File: config.mk
export PLATFORM = sky130hd
export DESIGN_NAME = mdio_mux_master
export DESIGN_NICKNAME = d
export VERILOG_FILES = /design/src/rtl/mdio_mux_pkg.sv /design/src/rtl/mdio_rate_gen.sv /design/src/rtl/mdio_frame_eng.sv /design/src/rtl/mdio_seg_steer.sv /design/src/rtl/mdio_mux_master.sv
export SDC_FILE = /design/constraint.sdc
export NUM_CORES = 1
export LEC_CHECK = 0
export ABC_AREA = 1
export BUFFER_PORTS_ARGS = -buffer_cell sky130_fd_sc_hd__buf_4
export CAP_MARGIN = 10
export CELL_PAD_IN_SITES_DETAIL_PLACEMENT = 1
export CELL_PAD_IN_SITES_GLOBAL_PLACEMENT = 2
export CORE_MARGIN = 2
export CORE_UTILIZATION = 38
export DETAILED_ROUTE_END_ITERATION = 10
export PLACE_DENSITY_LB_ADDON = 0.1
export SLEW_MARGIN = 20
export SYNTH_ARGS = -nofsm -noshare
export SYNTH_HDL_FRONTEND = slang
export SYNTH_SLANG_ARGS = --single-unit
File: constraint.sdc
create_clock -name clk -period 9.4 [get_ports clk]
set_input_delay 0.47 -clock clk [delete_from_list [all_inputs] [get_ports clk]]
set_output_delay 0.47 -clock clk [all_outputs]
set_load 0.1 [all_outputs]
File: src/rtl/mdio_mux_pkg.sv
package mdio_mux_pkg;
  localparam logic [4:0] RA_RATE_INT = 5'h00;
  localparam logic [4:0] RA_RATE_EXT = 5'h04;
  localparam logic [4:0] RA_OWN      = 5'h08;
  localparam logic [4:0] RA_PARAM    = 5'h0C;
  localparam logic [4:0] RA_ADDR     = 5'h10;
  localparam logic [4:0] RA_CMD      = 5'h14;
  localparam logic [4:0] RA_STAT     = 5'h18;
  localparam logic [4:0] RA_RESULT   = 5'h1C;

  typedef enum logic [1:0] {
    CMD_IDLE = 2'd0,
    CMD_WR   = 2'd1,
    CMD_RD   = 2'd2
  } cmd_e;

  localparam int FRAME_LEN = 64;
  localparam int TA_BIT    = 46;
  localparam int DATA_BIT  = 48;
endpackage

File: src/rtl/mdio_rate_gen.sv
module mdio_rate_gen #(
  parameter int PW = 16
) (
  input  logic          clk,
  input  logic          rst_n,
  input  logic          run,
  input  logic [PW-1:0] period,
  output logic          mdc,
  output logic          rise,
  output logic          fall
);
  logic [PW-1:0] p_eff;
  logic [PW-1:0] half;
  logic [PW-1:0] cnt;

  assign p_eff = (period < PW'(2)) ? PW'(2) : period;
  assign half  = p_eff >> 1;

  always_ff @(posedge clk or negedge rst_n) begin
    if (!rst_n)                          cnt <= '0;
    else if (!run || cnt == p_eff - 1'b1) cnt <= '0;
    else                                 cnt <= cnt + 1'b1;
  end

  assign mdc  = run && (cnt >= half);
  assign rise = run && (cnt == half - 1'b1);
  assign fall = run && (cnt == p_eff - 1'b1);

  // a rise event leads to MDC high next cycle unless the run was stopped
  a_r6_rise_high: assert property (@(posedge clk) disable iff (!rst_n)
    rise |=> (mdc || !run));
  // a fall event always leaves MDC low next cycle
  a_r6_fall_low: assert property (@(posedge clk) disable iff (!rst_n)
    fall |=> !mdc);
endmodule

File: src/rtl/mdio_frame_eng.sv
module mdio_frame_eng
  import mdio_mux_pkg::*;
(
  input  logic        clk,
  input  logic        rst_n,
  input  logic        start,
  input  logic        abort,
  input  logic        is_rd,
  input  logic        c45,
  input  logic [4:0]  phy,
  input  logic [15:0] regad,
  input  logic [4:0]  dev,
  input  logic [15:0] wdata,
  input  logic        rise,
  input  logic        fall,
  input  logic        mdio_in,
  output logic        busy,
  output logic        mdio_out,
  output logic        drive,
  output logic        done,
  output logic [15:0] result
);
  function automatic logic [FRAME_LEN-1:0] mk(input logic [1:0] st, input logic [1:0] op,
                                              input logic [4:0] a, input logic [4:0] b,
                                              input logic [15:0] d);
    return {32'hFFFF_FFFF, st, op, a, b, 2'b10, d};
  endfunction

  logic [FRAME_LEN-1:0] addr_frm, data_frm, sh;
  logic [5:0]           bitn;
  logic                 last_q, rd_q;

  assign addr_frm = mk(2'b00, 2'b00, phy, dev, regad);
  assign data_frm = c45 ? mk(2'b00, is_rd ? 2'b11 : 2'b01, phy, dev, is_rd ? 16'hFFFF : wdata)
                        : mk(2'b01, is_rd ? 2'b10 : 2'b01, phy, regad[4:0], is_rd ? 16'hFFFF : wdata);

  always_ff @(posedge clk or negedge rst_n) begin
    if (!rst_n) begin
      busy   <= 1'b0;
      last_q <= 1'b0;
      rd_q   <= 1'b0;
      bitn   <= '0;
      sh     <= '0;
      done   <= 1'b0;
      result <= '0;
    end else begin
      done <= 1'b0;
      if (abort) begin
        busy <= 1'b0;
      end else if (start && !busy) begin
        busy   <= 1'b1;
        rd_q   <= is_rd;
        last_q <= !c45;
        sh     <= c45 ? addr_frm : data_frm;
        bitn   <= '0;
        result <= '0;
      end else if (busy) begin
        if (rise && last_q && rd_q && bitn >= 6'(DATA_BIT))
          result <= {result[14:0], mdio_in};
        if (fall) begin
          if (bitn == 6'(FRAME_LEN - 1)) begin
            if (!last_q) begin
              sh     <= data_frm;
              last_q <= 1'b1;
              bitn   <= '0;
            end else begin
              busy <= 1'b0;
              done <= 1'b1;
            end
          end else begin
            sh   <= {sh[FRAME_LEN-2:0], 1'b0};
            bitn <= bitn + 1'b1;
          end
        end
      end
    end
  end

  assign mdio_out = sh[FRAME_LEN-1];
  assign drive    = busy && !(last_q && rd_q && bitn >= 6'(TA_BIT));

  // every frame opens with a preamble one
  a_r3_preamble_first: assert property (@(posedge clk) disable iff (!rst_n)
    $rose(busy) |-> mdio_out);
  // completion ends the busy period
  a_r2_done_idle: assert property (@(posedge clk) disable iff (!rst_n)
    done |-> !busy);
endmodule

File: src/rtl/mdio_seg_steer.sv
module mdio_seg_steer #(
  parameter int NSEG = 32,
  parameter int SW   = 5
) (
  input  logic [SW-1:0]   sel,
  input  logic            en,
  input  logic            mdc,
  input  logic            drive,
  input  logic [NSEG-1:0] mdio_in_vec,
  output logic [NSEG-1:0] mdc_vec,
  output logic [NSEG-1:0] oe_vec,
  output logic            mdio_in_sel
);
  for (genvar g = 0; g < NSEG; g++) begin : g_seg
    assign mdc_vec[g] = en && mdc   && (sel == SW'(g));
    assign oe_vec[g]  = en && drive && (sel == SW'(g));
  end
  assign mdio_in_sel = mdio_in_vec[sel];
endmodule

File: src/rtl/mdio_mux_master.sv
module mdio_mux_master
  import mdio_mux_pkg::*;
#(
  parameter int BUSES = 16,
  parameter int DIVW  = 8
) (
  input  logic               clk,
  input  logic               rst_n,
  input  logic               cfg_we,
  input  logic [4:0]         cfg_addr,
  input  logic [31:0]        cfg_wdata,
  output logic [31:0]        cfg_rdata,
  output logic               ext_mstr_block,
  output logic [2*BUSES-1:0] mdc_o,
  output logic               mdio_o,
  output logic [2*BUSES-1:0] mdio_oe,
  input  logic [2*BUSES-1:0] mdio_i
);
  localparam int BW     = $clog2(BUSES);
  localparam int SW     = BW + 1;
  localparam int NSEG   = 2 * BUSES;
  localparam int PW     = 2 * DIVW;
  localparam int IS_POS = 22 + BW;

  logic [DIVW-1:0] ri_div, ri_dd, re_div, re_dd;
  logic            own_q, done_q, job_rd;
  logic [IS_POS:0] param_q, job_param;
  logic [20:0]     addr_q, job_addr;
  logic [1:0]      cmd_q;
  logic [15:0]     result_q, eng_result;
  logic [SW-1:0]   live_seg, job_seg;
  logic [PW-1:0]   live_per, job_per;
  logic            busy, eng_done, mdc, rise, fall, drive, mdio_in_sel;
  logic            cmd_wr, start, abort, live_int;
  logic [IS_POS:0] use_param;
  logic [20:0]     use_addr;

  assign cmd_wr   = cfg_we && cfg_addr == RA_CMD;
  assign start    = cmd_wr && !busy && cfg_wdata[31:2] == '0 &&
                    (cfg_wdata[1:0] == CMD_WR || cfg_wdata[1:0] == CMD_RD);
  assign abort    = cmd_wr && cfg_wdata == '0;
  assign live_int = param_q[IS_POS];
  assign live_seg = live_int ? {1'b0, param_q[22 +: BW]} : {1'b1, param_q[22 +: BW]};
  assign live_per = live_int ? PW'(ri_div) * (PW'(ri_dd) + PW'(1))
                             : PW'(re_div) * (PW'(re_dd) + PW'(1));
  assign use_param = busy ? job_param : param_q;
  assign use_addr  = busy ? job_addr  : addr_q;

  always_ff @(posedge clk or negedge rst_n) begin
    if (!rst_n) begin
      ri_div <= '0; ri_dd <= '0; re_div <= '0; re_dd <= '0;
      own_q <= 1'b0; param_q <= '0; addr_q <= '0; cmd_q <= '0;
      done_q <= 1'b0; result_q <= '0; job_param <= '0; job_addr <= '0;
      job_rd <= 1'b0; job_seg <= '0; job_per <= '0;
    end else begin
      if (cfg_we) begin
        unique case (cfg_addr)
          RA_RATE_INT: begin ri_div <= cfg_wdata[DIVW-1:0]; ri_dd <= cfg_wdata[16 +: DIVW]; end
          RA_RATE_EXT: begin re_div <= cfg_wdata[DIVW-1:0]; re_dd <= cfg_wdata[16 +: DIVW]; end
          RA_OWN:      own_q   <= cfg_wdata[0];
          RA_PARAM:    param_q <= cfg_wdata[IS_POS:0];
          RA_ADDR:     addr_q  <= cfg_wdata[20:0];
          RA_CMD:      if (abort || start) cmd_q <= cfg_wdata[1:0];
          default: ;
        endcase
      end
      if (start) begin
        job_param <= param_q;
        job_addr  <= addr_q;
        job_rd    <= cfg_wdata[1:0] == CMD_RD;
        job_seg   <= live_seg;
        job_per   <= live_per;
        done_q    <= 1'b0;
      end else if (abort) begin
        done_q <= 1'b0;
      end else if (eng_done) begin
        done_q <= 1'b1;
        if (job_rd) result_q <= eng_result;
      end
    end
  end

  always_comb begin
    case (cfg_addr)
      RA_RATE_INT: cfg_rdata = (32'(ri_dd) << 16) | 32'(ri_div);
      RA_RATE_EXT: cfg_rdata = (32'(re_dd) << 16) | 32'(re_div);
      RA_OWN:      cfg_rdata = {31'b0, own_q};
      RA_PARAM:    cfg_rdata = 32'(param_q);
      RA_ADDR:     cfg_rdata = 32'(addr_q);
      RA_CMD:      cfg_rdata = {30'b0, cmd_q};
      RA_STAT:     cfg_rdata = {30'b0, busy, done_q};
      RA_RESULT:   cfg_rdata = {16'b0, result_q};
      default:     cfg_rdata = '0;
    endcase
  end

  assign ext_mstr_block = own_q;

  mdio_rate_gen #(.PW(PW)) u_rate (
    .clk(clk), .rst_n(rst_n), .run(busy), .period(job_per),
    .mdc(mdc), .rise(rise), .fall(fall)
  );

  mdio_frame_eng u_eng (
    .clk(clk), .rst_n(rst_n), .start(start), .abort(abort),
    .is_rd(busy ? job_rd : (cfg_wdata[1:0] == CMD_RD)),
    .c45(use_param[21]), .phy(use_param[20:16]), .regad(use_addr[15:0]),
    .dev(use_addr[20:16]), .wdata(use_param[15:0]),
    .rise(rise), .fall(fall), .mdio_in(mdio_in_sel),
    .busy(busy), .mdio_out(mdio_o), .drive(drive), .done(eng_done), .result(eng_result)
  );

  mdio_seg_steer #(.NSEG(NSEG), .SW(SW)) u_steer (
    .sel(job_seg), .en(busy), .mdc(mdc), .drive(drive), .mdio_in_vec(mdio_i),
    .mdc_vec(mdc_o), .oe_vec(mdio_oe), .mdio_in_sel(mdio_in_sel)
  );

  // engine completion is visible in the status flag next cycle
  a_r2_done_set: assert property (@(posedge clk) disable iff (!rst_n)
    eng_done |=> done_q);
  // a zero command silences every segment and keeps done low
  a_r8_abort_quiet: assert property (@(posedge clk) disable iff (!rst_n)
    abort |=> (mdc_o == '0 && mdio_oe == '0 && !done_q));
  // at most one segment clocks or drives at a time
  a_r7_single_seg: assert property (@(posedge clk) disable iff (!rst_n)
    $onehot0(mdc_o) && $onehot0(mdio_oe));
  // no segment activity while idle
  a_r7_idle_quiet: assert property (@(posedge clk) disable iff (!rst_n)
    !busy |-> (mdc_o == '0 && mdio_oe == '0));
endmodule

==> results of run 1 <==
[worst reg2reg max path, delay by kind of cell (launching register included)]
family / cells / cell delay [ns]
fa+ha+maj: 6 / 2.65
simple gates: 5 / 0.81
buf+inv: 3 / 0.27
compound gates: 5 / 1.01
flops: 1 / 0.55
[cell type report]
type | instances | share of cell area
multi-input combinational | 1920 | 0.4922
sequential | 271 | 0.2973
inverter | 382 | 0.06284
timing repair buffer | 178 | 0.05944
clock buffer | 50 | 0.04442
tap | 688 | 0.03773
clock inverter | 13 | 0.006087
[metrics by stage]
step,util,std cells,power [uW],setup WS [ns],instance area (um^2)
floorplan,-,2699,1960,4.540,20050
global placement,0.4139,3439,2292,4.169,21660
detailed placement,0.4139,3439,2311,4.029,21660
CTS,0.4359,3502,3702,3.997,22820
global route,0.4360,3502,3888,3.491,22820
finish,0.4360,3502,3650,3.964,22820
[sequential cells by signal, summed over array words and instances (netlist names), 16 cells and up]
register      count
job_per          16
result_q         16
u_eng.result     16
addr_q           21
job_addr         21
u_rate.cnt       16
job_param        22
u_eng.sh         64
param_q          27
[metal layers]
metal / up-vias / routed length, um / track usage
met3: 83 / 2930 / 0.02747
met1: 9039 / 33760 / 0.3738
met4: 0 / 1587 / 0.06744
met2: 380 / 29920 / 0.3857
met5: - / 0 / 0
li1: 8816 / - / -
[power groups by stage]
stage | clock (uW) | combinational [uW] | sequential (uW)
2_1_floorplan | 0 | 666 | 1290
3_5_place_dp | 0 | 980 | 1330
4_1_cts | 1400 | 988 | 1310
5_1_grt | 1440 | 1120 | 1320
3_3_place_gp | 0 | 963 | 1330
6_report | 1360 | 976 | 1310
[layout by cell type, fill, tap and decap left out, types with 7 or more instances in the layout]
| cell type | netlist | routed |
|---|---|---|
| o21ai_0 | 226 | 226 |
| dfrtp_1 | 271 | 270 |
| xnor2_1 | 19 | 19 |
| fa_1 | 82 | 82 |
| xor2_1 | 37 | 37 |
| clkbuf_1 | 79 | 8 |
| nand3_1 | 96 | 95 |
| nand2_1 | 705 | 703 |
| o21ai_1 | 23 | 22 |
| a21oi_1 | 54 | 54 |
| a221oi_1 | 8 | 8 |
| nor2_2 | 7 | 7 |
| o211ai_1 | 18 | 18 |
| nor2_1 | 254 | 254 |
| o2111ai_1 | 7 | 7 |
| o221ai_1 | 14 | 14 |
| mux2i_1 | 15 | 15 |
| clkinv_1 | 9 | 9 |
| o22ai_1 | 17 | 17 |
| or2_1 | 9 | 9 |
| nand4_1 | 92 | 92 |
| nor3_1 | 37 | 37 |
| buf_4 | 10 | 176 |
| clkbuf_16 | 0 | 36 |
| a31oi_1 | 13 | 13 |
| or2_2 | 34 | 34 |
| ha_1 | 93 | 93 |
| inv_1 | 369 | 369 |
[logic make-up (layout without fill, tap and decap cells)]
| group | Yosys count | in the layout | share of synthesized area |
|---|---|---|---|
| AND/OR/NAND/NOR | 1265 | 1265 | 0.2708 |
| buffers and inverters | 508 | 623 | 0.1031 |
| AO/OA/AOI/OAI | 401 | 401 | 0.1126 |
| flip-flops | 271 | 271 | 0.3385 |
| adder cells (fa/ha/maj) | 175 | 175 | 0.1400 |
| XOR/XNOR | 58 | 58 | 0.02673 |
| multiplexers | 16 | 16 | 0.008057 |
| other | 1 | 5 | 0.0001872 |
[worst max-delay path by stage]
stage / from / end / slack (ns) / depth (start not counted)
floorplan: ri_dd[0] / job_per[12] / 4.54 / 22
global placement: re_dd[0] / job_per[13] / 4.17 / 26
detailed placement: re_dd[0] / job_per[14] / 4.03 / 23
CTS: re_dd[0] / job_per[14] / 4.00 / 23
global route: re_dd[0] / job_per[14] / 3.49 / 23
finish: re_dd[0] / job_per[15] / 3.96 / 19
==> flow_metrics.env, run 1 <==
export IMPL_core_um2=52340
export IMPL_reg2reg_slack_ns=3.96
export IMPL_synthCells=2695
export IMPL_drt_pass1_iterations=5
export IMPL_yosysWarnings=0
export IMPL_cpPeakStageDelay_ns=0.55
export IMPL_drtIter0Drc=1091
export IMPL_cpMostUsedCell="fa_1"
export IMPL_syn_avg_cell_area_um2=7.433
export IMPL_switchingPower_uw=1294
export IMPL_grt_ovfl_total=0
export IMPL_timing_rr_end="job_per[15]"
export IMPL_grt_total_usage=0.2513
export IMPL_drv_slew=0
export IMPL_rows=84
export IMPL_critical_path_max_fanout=11
export IMPL_routedWlPerCell_um=19.47
export IMPL_startpoint_type="flip-flop"
export IMPL_synthFlopType="dfrtp_1"
export IMPL_finalHoldViolations=10
export IMPL_period_minus_slack_ns=5.436
export IMPL_async_reset_ff_frac=1.000
export IMPL_hold_buffers=0
export IMPL_critical_path_cell_chain="ha_1 > nand2_1 > nor2_1 > nand4_1 > nor2_1 > inv_1 > nor2_1 > fa_1 > fa_1 > fa_1 > inv_1 > fa_1 > inv_1 > ha_1 > a21oi_1 > o21a_1 > o2111ai_1 > o21ai_0 > a31oi_1"
export IMPL_reg2reg_from="re_dd[0]"
export IMPL_postCtsSetupBuffers=0
export IMPL_finalCritPeriodShare=0.5783
export IMPL_arrival_ns=5.82
export IMPL_p_leak_uw=0.01191
export IMPL_dieWidth_um=233.6
export IMPL_start_util=0.3827
export IMPL_cts_root_buffer_cell="clkbuf_16"
export IMPL_violations="hold timing"
export IMPL_cp_end_kind="flip-flop"
export IMPL_vias=18318
export IMPL_drt_wl_total_mm=68.20
export IMPL_clk_pin_slew_ns=0.06
export IMPL_holdWs_ns=-0.03332
export IMPL_antenna_found_initial=0
export IMPL_diodes=0
export IMPL_cap_violations=0
export IMPL_hold_path_class="primary input to async pin"
export IMPL_ios=170
export IMPL_max_slew_margin=0.2921
export IMPL_synthesis_area_um2=20030
export IMPL_max_freq_mhz=184.0
export IMPL_p_clk_frac=0.373
export IMPL_cp_num_buf_inv=3
export IMPL_grt_pass1_wl_mm=106.7
export IMPL_cts_max_level=2
export IMPL_r2r_cells=19
export IMPL_finalSetupViolations=0
export IMPL_p_int_uw=2356
export IMPL_max_vdd_ir_drop_mv=0.1249
export IMPL_fin_nets=3036
export IMPL_multi_input_area_um2=11230
export IMPL_synthTopCellsByArea="dfrtp_1 (34%), nand2_1 (13%), fa_1 (8.2%)"
export IMPL_synth_edf_count=0
export IMPL_p_seq_frac=0.360
export IMPL_fill_cells=6530
export IMPL_yosysMostFrequentCell="nand2_1"
export IMPL_synth_top_area_share=0.3385
export IMPL_fin_tns_setup_ns=0
export IMPL_swShare=0.3545
export IMPL_yosysSeqAreaShare=0.3385
export IMPL_crit_slowest_cell="dfrtp_1"
export IMPL_viasPerCell=5.231
export IMPL_postCtsResizedCells=0
export IMPL_required_ns=9.78
export IMPL_comb_power_share=0.267
export IMPL_first_global_vias=18483
export IMPL_cts_tree="built"
export IMPL_insertion_delay_ns=0.55
export IMPL_dieArea_um2=54570
export IMPL_path_class="flip-flop to flip-flop"
export IMPL_port_buffers=164
export IMPL_drc=0
export IMPL_hpwlAfterDp_mm=50.77
export IMPL_status="complete, but fails checks"
export IMPL_drive_gt1_frac=0.1066
export IMPL_area_growth_pct=13.90
export IMPL_synth_common_cells="nand2_1 (705), inv_1 (369), dfrtp_1 (271)"
export IMPL_final_seq_area_um2=6783
export IMPL_ys_ff_latch=271
export IMPL_detail_route_antenna_nets=0
export IMPL_cp_top_family="adder cells"
export IMPL_fin_worst_skew_ns=0.02798
export IMPL_clk_path_buf_depth=3
export IMPL_grt_setup_unrepaired="false"
export IMPL_die_h_um=233.6
export IMPL_yosys_area_top_type="dfrtp_1"
export IMPL_gp_congestion=0.8997
export IMPL_clkSinkCount=271
export IMPL_grt_max_degree=161
export IMPL_worstMarginPinSlew_ns=1.062
export IMPL_p_per_area_nw_per_um2=160.0
export IMPL_cts_buffers=36
export IMPL_ys_types=58
Note: power is estimated with default switching activity, not from simulation.
==> inputs of run 2 (changes only) <==
- CORE_UTILIZATION: 38 -> 32
- clock period: 9.4 -> 4.65 ns (I/O delays scaled with it)
==> run 2 against run 1 <==
  * The flow finishes with violations (setup timing)
  * First-iteration DRC count shrank 3.9%
  * Sequential power grew 100%
  * Wire length up 7.9%
  * Register-to-register slack worse by 4.1 ns
  * Die area rose by 18%
  * Flip-flop and latch count did not move
  * Via count up 3.7%
  * Cell count is 8.6% higher
  * Critical path type unchanged
  * Non-clock buffer count is 151 higher
==> flow_metrics.env, run 2 (synthesis gave the netlist of run 1 again) <==
export IMPL_arrival_ns=5.26
export IMPL_finalSetupViolations=5
export IMPL_fin_nets=3187
export IMPL_drt_wl_total_mm=73.62
export IMPL_ios=170
export IMPL_post_place_cells=3705
export IMPL_max_slew_margin=0.3352
export IMPL_hold_path_class="primary input to flip-flop"
export IMPL_p_clk_frac=0.346
export IMPL_cts_root_buffer_cell="clkbuf_16"
export IMPL_p_int_uw=5629
export IMPL_drtIter0Drc=1048
export IMPL_drt_pass1_iterations=7
export IMPL_grt_max_degree=117
export IMPL_antenna_found_initial=1
export IMPL_status="complete, but fails checks"
export IMPL_worstMarginPinSlew_ns=0.9948
export IMPL_grt_pass1_wl_mm=115.3
export IMPL_start_util=0.3240
export IMPL_drc=0
export IMPL_clkSinkCount=271
export IMPL_required_ns=5.11
export IMPL_final_cell_mix="nand2_1 (685), inv_1 (341), buf_4 (313), dfrtp_1 (270), nor2_1 (223)"
export IMPL_dieWidth_um=254.2
export IMPL_rows=91
export IMPL_hpwlAfterDp_mm=54.49
export IMPL_finalCritPeriodShare=1.033
export IMPL_cts_buffers=36
export IMPL_placed_cell_area_um2=22810
export IMPL_first_global_vias=19876
export IMPL_die_h_um=254.2
export IMPL_grt_most_used_layer="met2"
export IMPL_swShare=0.3565
export IMPL_reg2reg_slack_ns=-0.15
export IMPL_final_common_cell="nand2_1"
export IMPL_critical_path_max_fanout=4
export IMPL_insertion_delay_ns=0.56
export IMPL_cap_violations=0
export IMPL_p_per_area_nw_per_um2=350.1
export IMPL_r2r_cells=20
export IMPL_switchingPower_uw=3119
export IMPL_path_class="flip-flop to flip-flop"
export IMPL_port_buffers=164
export IMPL_clk_path_buf_depth=3
export IMPL_largestRegisters="u_eng.sh: 64 flops, param_q: 27 flops, job_param: 22 flops"
export IMPL_cts_max_level=2
export IMPL_max_freq_mhz=208.2
export IMPL_vias=18989
export IMPL_grt_ovfl_total=0
export IMPL_p_seq_frac=0.301
export IMPL_max_vdd_ir_drop_mv=0.2493
export IMPL_violations="setup timing"
export IMPL_drive_gt1_frac=0.1987
export IMPL_period_minus_slack_ns=4.804
export IMPL_stdcell_count=3803
export IMPL_p_leak_uw=0.01275
export IMPL_detail_route_antenna_nets=0
export IMPL_core_um2=61830
export IMPL_critical_path_endpoint="job_per[15]"
export IMPL_cts_tree="built"
export IMPL_gp_congestion=0.8762
export IMPL_startpoint="re_dd[0]"
export IMPL_cp_end_kind="flip-flop"
export IMPL_total_power_uw=8749
export IMPL_largest_reg_flops=64
export IMPL_design_area_um2=24990
export IMPL_reg2reg_from="re_dd[0]"
export IMPL_startpoint_type="flip-flop"
export IMPL_grtUsageMet3=0.02307
export IMPL_timing_rr_end="job_per[15]"
export IMPL_comb_power_share=0.353
export IMPL_grt_setup_unrepaired="true"
export IMPL_viasPerCell=4.993
export IMPL_grt_use_met2=0.3781
export IMPL_drv_slew=0
export IMPL_grtUsageMet1=0.3253
export IMPL_fin_ws_ns=-0.1537
export IMPL_dieArea_um2=64620
export IMPL_fin_worst_skew_ns=0.02446
export IMPL_largest_register="u_eng.sh"
export IMPL_grt_total_usage=0.2288
export IMPL_clk_pin_slew_ns=0.06
export IMPL_area_growth_pct=24.73
export IMPL_routedWlPerCell_um=19.36
export IMPL_finalHoldViolations=0
run 2: changes by cell type in the layout (fill, tap and decap cells not counted), moves of 17 or more:
cell / change
ha_1: -18
a21oi_2: +17
nand2_1: -18
o21ai_0: -17
buf_4: +137
nor2_1: -31
inv_2: +27
nor2_2: +20
inv_1: -28
a21oi_1: -18
run 2: critical path, stage by stage (launching register included):
cell       delay (ns)
dfrtp_1          0.43
ha_2             0.23
nand2_2          0.07
nor2_4           0.09
buf_6            0.11
nand4_1          0.12
nand2_2          0.18
nor2_2           0.06
fa_1             0.57
fa_1             0.44
fa_1             0.51
inv_1            0.05
fa_1             0.49
inv_2            0.05
ha_4             0.26
a21oi_2          0.23
o21a_1           0.19
o2111ai_2        0.19
a21oi_2          0.18
o21ai_2          0.09
a31oi_1          0.16
run 2: area by class of cell:
cell class	instances	area, um^2
fillers	7558	36840
multi-input cells	1920	11930
flip-flops and latches	271	6783
repair buffers	329	2531
inverters	382	1436
well taps	837	1047
clock buffers	46	998.5
clock inverters	16	256.5
diodes	2	5.005
run 2: per-stage QoR:
step | hold WS [ns] | utilization | worst slack (ns) | TNS (ns)
floorplan | -0.06309 | - | -0.03643 | -0.03643
global placement | 0.3301 | 0.3689 | -0.2553 | -1.285
detailed placement | 0.3331 | 0.3690 | -0.3531 | -2.127
CTS | 0.0005573 | 0.3988 | -0.1153 | -0.3501
global route | 0.03722 | 0.4041 | -0.4071 | -2.275
finish | 0.03645 | 0.4042 | -0.1537 | -0.3489
run 2: layer usage:
layer	up-vias	routed length [um]
met3	68	2803
met1	9456	35690
met2	359	33880
li1	9106	-
met5	-	0
met4	0	1239
run 2: worst min-delay path by stage:
stage,startpoint,to,cells past startpoint
floorplan,rst_n,addr_q[0],0
global placement,rst_n,u_rate.cnt[12],1
detailed placement,rst_n,u_rate.cnt[14],1
CTS,cfg_we,ext_mstr_block,3
global route,cfg_we,ext_mstr_block,3
finish,cfg_wdata[10],param_q[10],3
run 2: power groups by stage:
stage                     combinational, uW  clock, uW  sequential (uW)
after floorplan                        1400          0             2620
after global placement                 2460          0             2660
after detailed placement               2510          0             2670
after CTS                              2890       3110             2630
after global routing                   3410       3180             2650
final                                  3080       3030             2630
run 2: timing repair:
item	4_1_cts	5_1_grt
hold buffers	9	0
resized for setup	104	80
gates cloned	0	0
pin swaps	80	67
hold endpoints to repair	105	0
setup endpoints to repair	8	9
buffers inserted	17	9
==> inputs of run 3 (changes only) <==
- PLACE_DENSITY: not set -> 0.78
- PLACE_DENSITY_LB_ADDON: 0.1 -> not set
==> run 3 against run 2 <==
  * The run still ends with setup timing left
  * Sequential power hardly changed
  * Clock skew is 0.0069 ns lower
  * Count of clock-buffer cells in the layout is 4 higher
  * Cell count is 0.32% lower
  * Sequential share of layout area is 0.15 points higher
  * Power is 3.2% lower
  * Critical endpoint unchanged
  * Largest power group unchanged
==> flow_metrics.env, run 3 (synthesis gave the netlist of run 1 again) <==
export IMPL_status="complete, but fails checks"
export IMPL_violations="setup timing"
export IMPL_grt_max_degree=114
export IMPL_largest_reg_flops=64
export IMPL_finalCritPeriodShare=1.027
export IMPL_post_place_cells=3695
export IMPL_grt_ovfl_total=0
export IMPL_largestRegisters="u_eng.sh: 64 flops, param_q: 27 flops, job_param: 22 flops"
export IMPL_holdWs_ns=0.02669
export IMPL_clk_pin_slew_ns=0.05
export IMPL_vias=19194
export IMPL_period_minus_slack_ns=4.776
export IMPL_fin_nets=3173
export IMPL_routedWlPerCell_um=18.80
export IMPL_drt_pass1_iterations=5
export IMPL_critical_path_max_fanout=5
export IMPL_cp_end_kind="flip-flop"
export IMPL_hold_path_class="primary input to flip-flop"
export IMPL_drc=0
export IMPL_insertion_delay_ns=0.55
export IMPL_viasPerCell=5.063
export IMPL_arrival_ns=5.19
export IMPL_area_growth_pct=24.03
export IMPL_final_cell_mix="nand2_1 (679), inv_1 (342), buf_4 (295), dfrtp_1 (270), nor2_1 (222)"
export IMPL_grt_pass1_wl_mm=112.7
export IMPL_antenna_found_initial=1
export IMPL_crit_slowest_cell="fa_1"
export IMPL_min_from="cfg_wdata[20]"
export IMPL_fin_ws_ns=-0.1263
export IMPL_ios=170
export IMPL_gp_congestion=0.8892
export IMPL_reg2reg_slack_ns=-0.13
export IMPL_cts_buffers=36
export IMPL_critical_path_cell_chain="ha_2 > nand2_2 > nor2_4 > nand2_2 > o21ai_2 > nand2_2 > buf_4 > nor2_2 > fa_1 > fa_1 > fa_1 > inv_1 > fa_1 > inv_2 > ha_4 > nand2_4 > nor3_4 > buf_4 > nand3_2 > nand4_1 > a21oi_1 > o21ai_1 > a31oi_1"
export IMPL_startpoint_type="flip-flop"
export IMPL_cts_root_buffer_cell="clkbuf_16"
export IMPL_cpMostUsedCell="fa_1"
export IMPL_core_um2=61830
export IMPL_drtIter0Drc=1304
export IMPL_fin_tns_setup_ns=-0.5201
export IMPL_p_per_area_nw_per_um2=340.9
export IMPL_dieArea_um2=64620
export IMPL_detail_route_antenna_nets=0
export IMPL_clkSinkCount=271
export IMPL_grt_setup_unrepaired="true"
export IMPL_finalHoldViolations=0
export IMPL_rows=91
export IMPL_max_slew_margin=0.3040
export IMPL_finalSetupViolations=6
export IMPL_total_power_uw=8471
export IMPL_drive_gt1_frac=0.1961
export IMPL_reg2reg_from="ri_dd[0]"
export IMPL_cts_max_level=2
export IMPL_cts_tree="built"
export IMPL_drt_wl_total_mm=71.28
export IMPL_grt_total_usage=0.2217
export IMPL_first_global_vias=19792
export IMPL_max_freq_mhz=209.4
export IMPL_die_h_um=254.2
export IMPL_start_util=0.3240
export IMPL_clk_path_buf_depth=3
export IMPL_startpoint="ri_dd[0]"
export IMPL_worstMarginPinSlew_ns=1.041
export IMPL_largest_register="u_eng.sh"
export IMPL_dieWidth_um=254.2
export IMPL_hpwlAfterDp_mm=53.33
export IMPL_fin_worst_skew_ns=0.01759
export IMPL_p_leak_uw=0.01263
export IMPL_path_class="flip-flop to flip-flop"
export IMPL_drv_slew=0
export IMPL_max_vdd_ir_drop_mv=0.2430
export IMPL_final_common_cell="nand2_1"
export IMPL_port_buffers=164
export IMPL_cap_violations=0
export IMPL_required_ns=5.07
export IMPL_stdcell_count=3791
export IMPL_cpPeakStageDelay_ns=0.53
[run 3: repair_timing]
item | in CTS | in global routing
hold buffers | 7 | 0
setup endpoints to repair | 8 | 10
gates resized for setup | 95 | 96
setup buffers | 16 | 9
endpoints found under the hold margin | 65 | 0
pin swaps | 72 | 82
[run 3: per-stage QoR]
step,instance area [um^2],setup WS (ns),util
2_1_floorplan,20140,-0.03643,-
3_3_place_gp,22760,-0.2268,0.3681
3_5_place_dp,22760,-0.3146,0.3682
4_1_cts,24450,-0.09366,0.3954
5_1_grt,24840,-0.3550,0.4018
6_report,24850,-0.1263,0.4019
[run 3: critical path: cells and delay by family, from the launching register on]
kind / cells / cell delay, ns
adder cells (fa/ha/maj): 6 / 2.49
AND/OR/NAND/NOR: 9 / 0.89
AO/OA/AOI/OAI: 4 / 0.47
flip-flops: 1 / 0.40
buffers and inverters: 4 / 0.39
[run 3: layout make-up]
cell class                      instances  area (um^2)
Sequential cell                       271         6783
Timing Repair Buffer                  315         2461
Antenna cell                            2        5.005
Inverter                              382         1436
Tap cell                              837         1047
Fill cell                            7608        36980
Clock inverter                         14        138.9
Clock buffer                           50         1035
Multi-Input combinational cell       1920        11940
[run 3: where the power goes]
group	switching [uW]	internal [uW]	total [uW]	leakage (uW)
sequential	140	2490	2630	0.00346
combinational	1780	1260	3040	0.00859
clock	1130	1670	2800	0.000573
[run 3: final timing paths]
check / to / cells after the start
max in group asynchronous: job_addr[5] / 3
worst min-delay path: param_q[20] / 3
min in group asynchronous: u_eng.sh[42] / 2
worst max register to register: job_per[15] / 23
worst min register to register: u_eng.sh[41] / 2
worst max-delay path: job_per[15] / 23
[run 3: per-layer routing]
layer / part of all wire / track usage
met5: 0 / 0
met4: 0.021 / 0.05294
met3: 0.042 / 0.02256
met2: 0.46 / 0.3620
met1: 0.48 / 0.3159
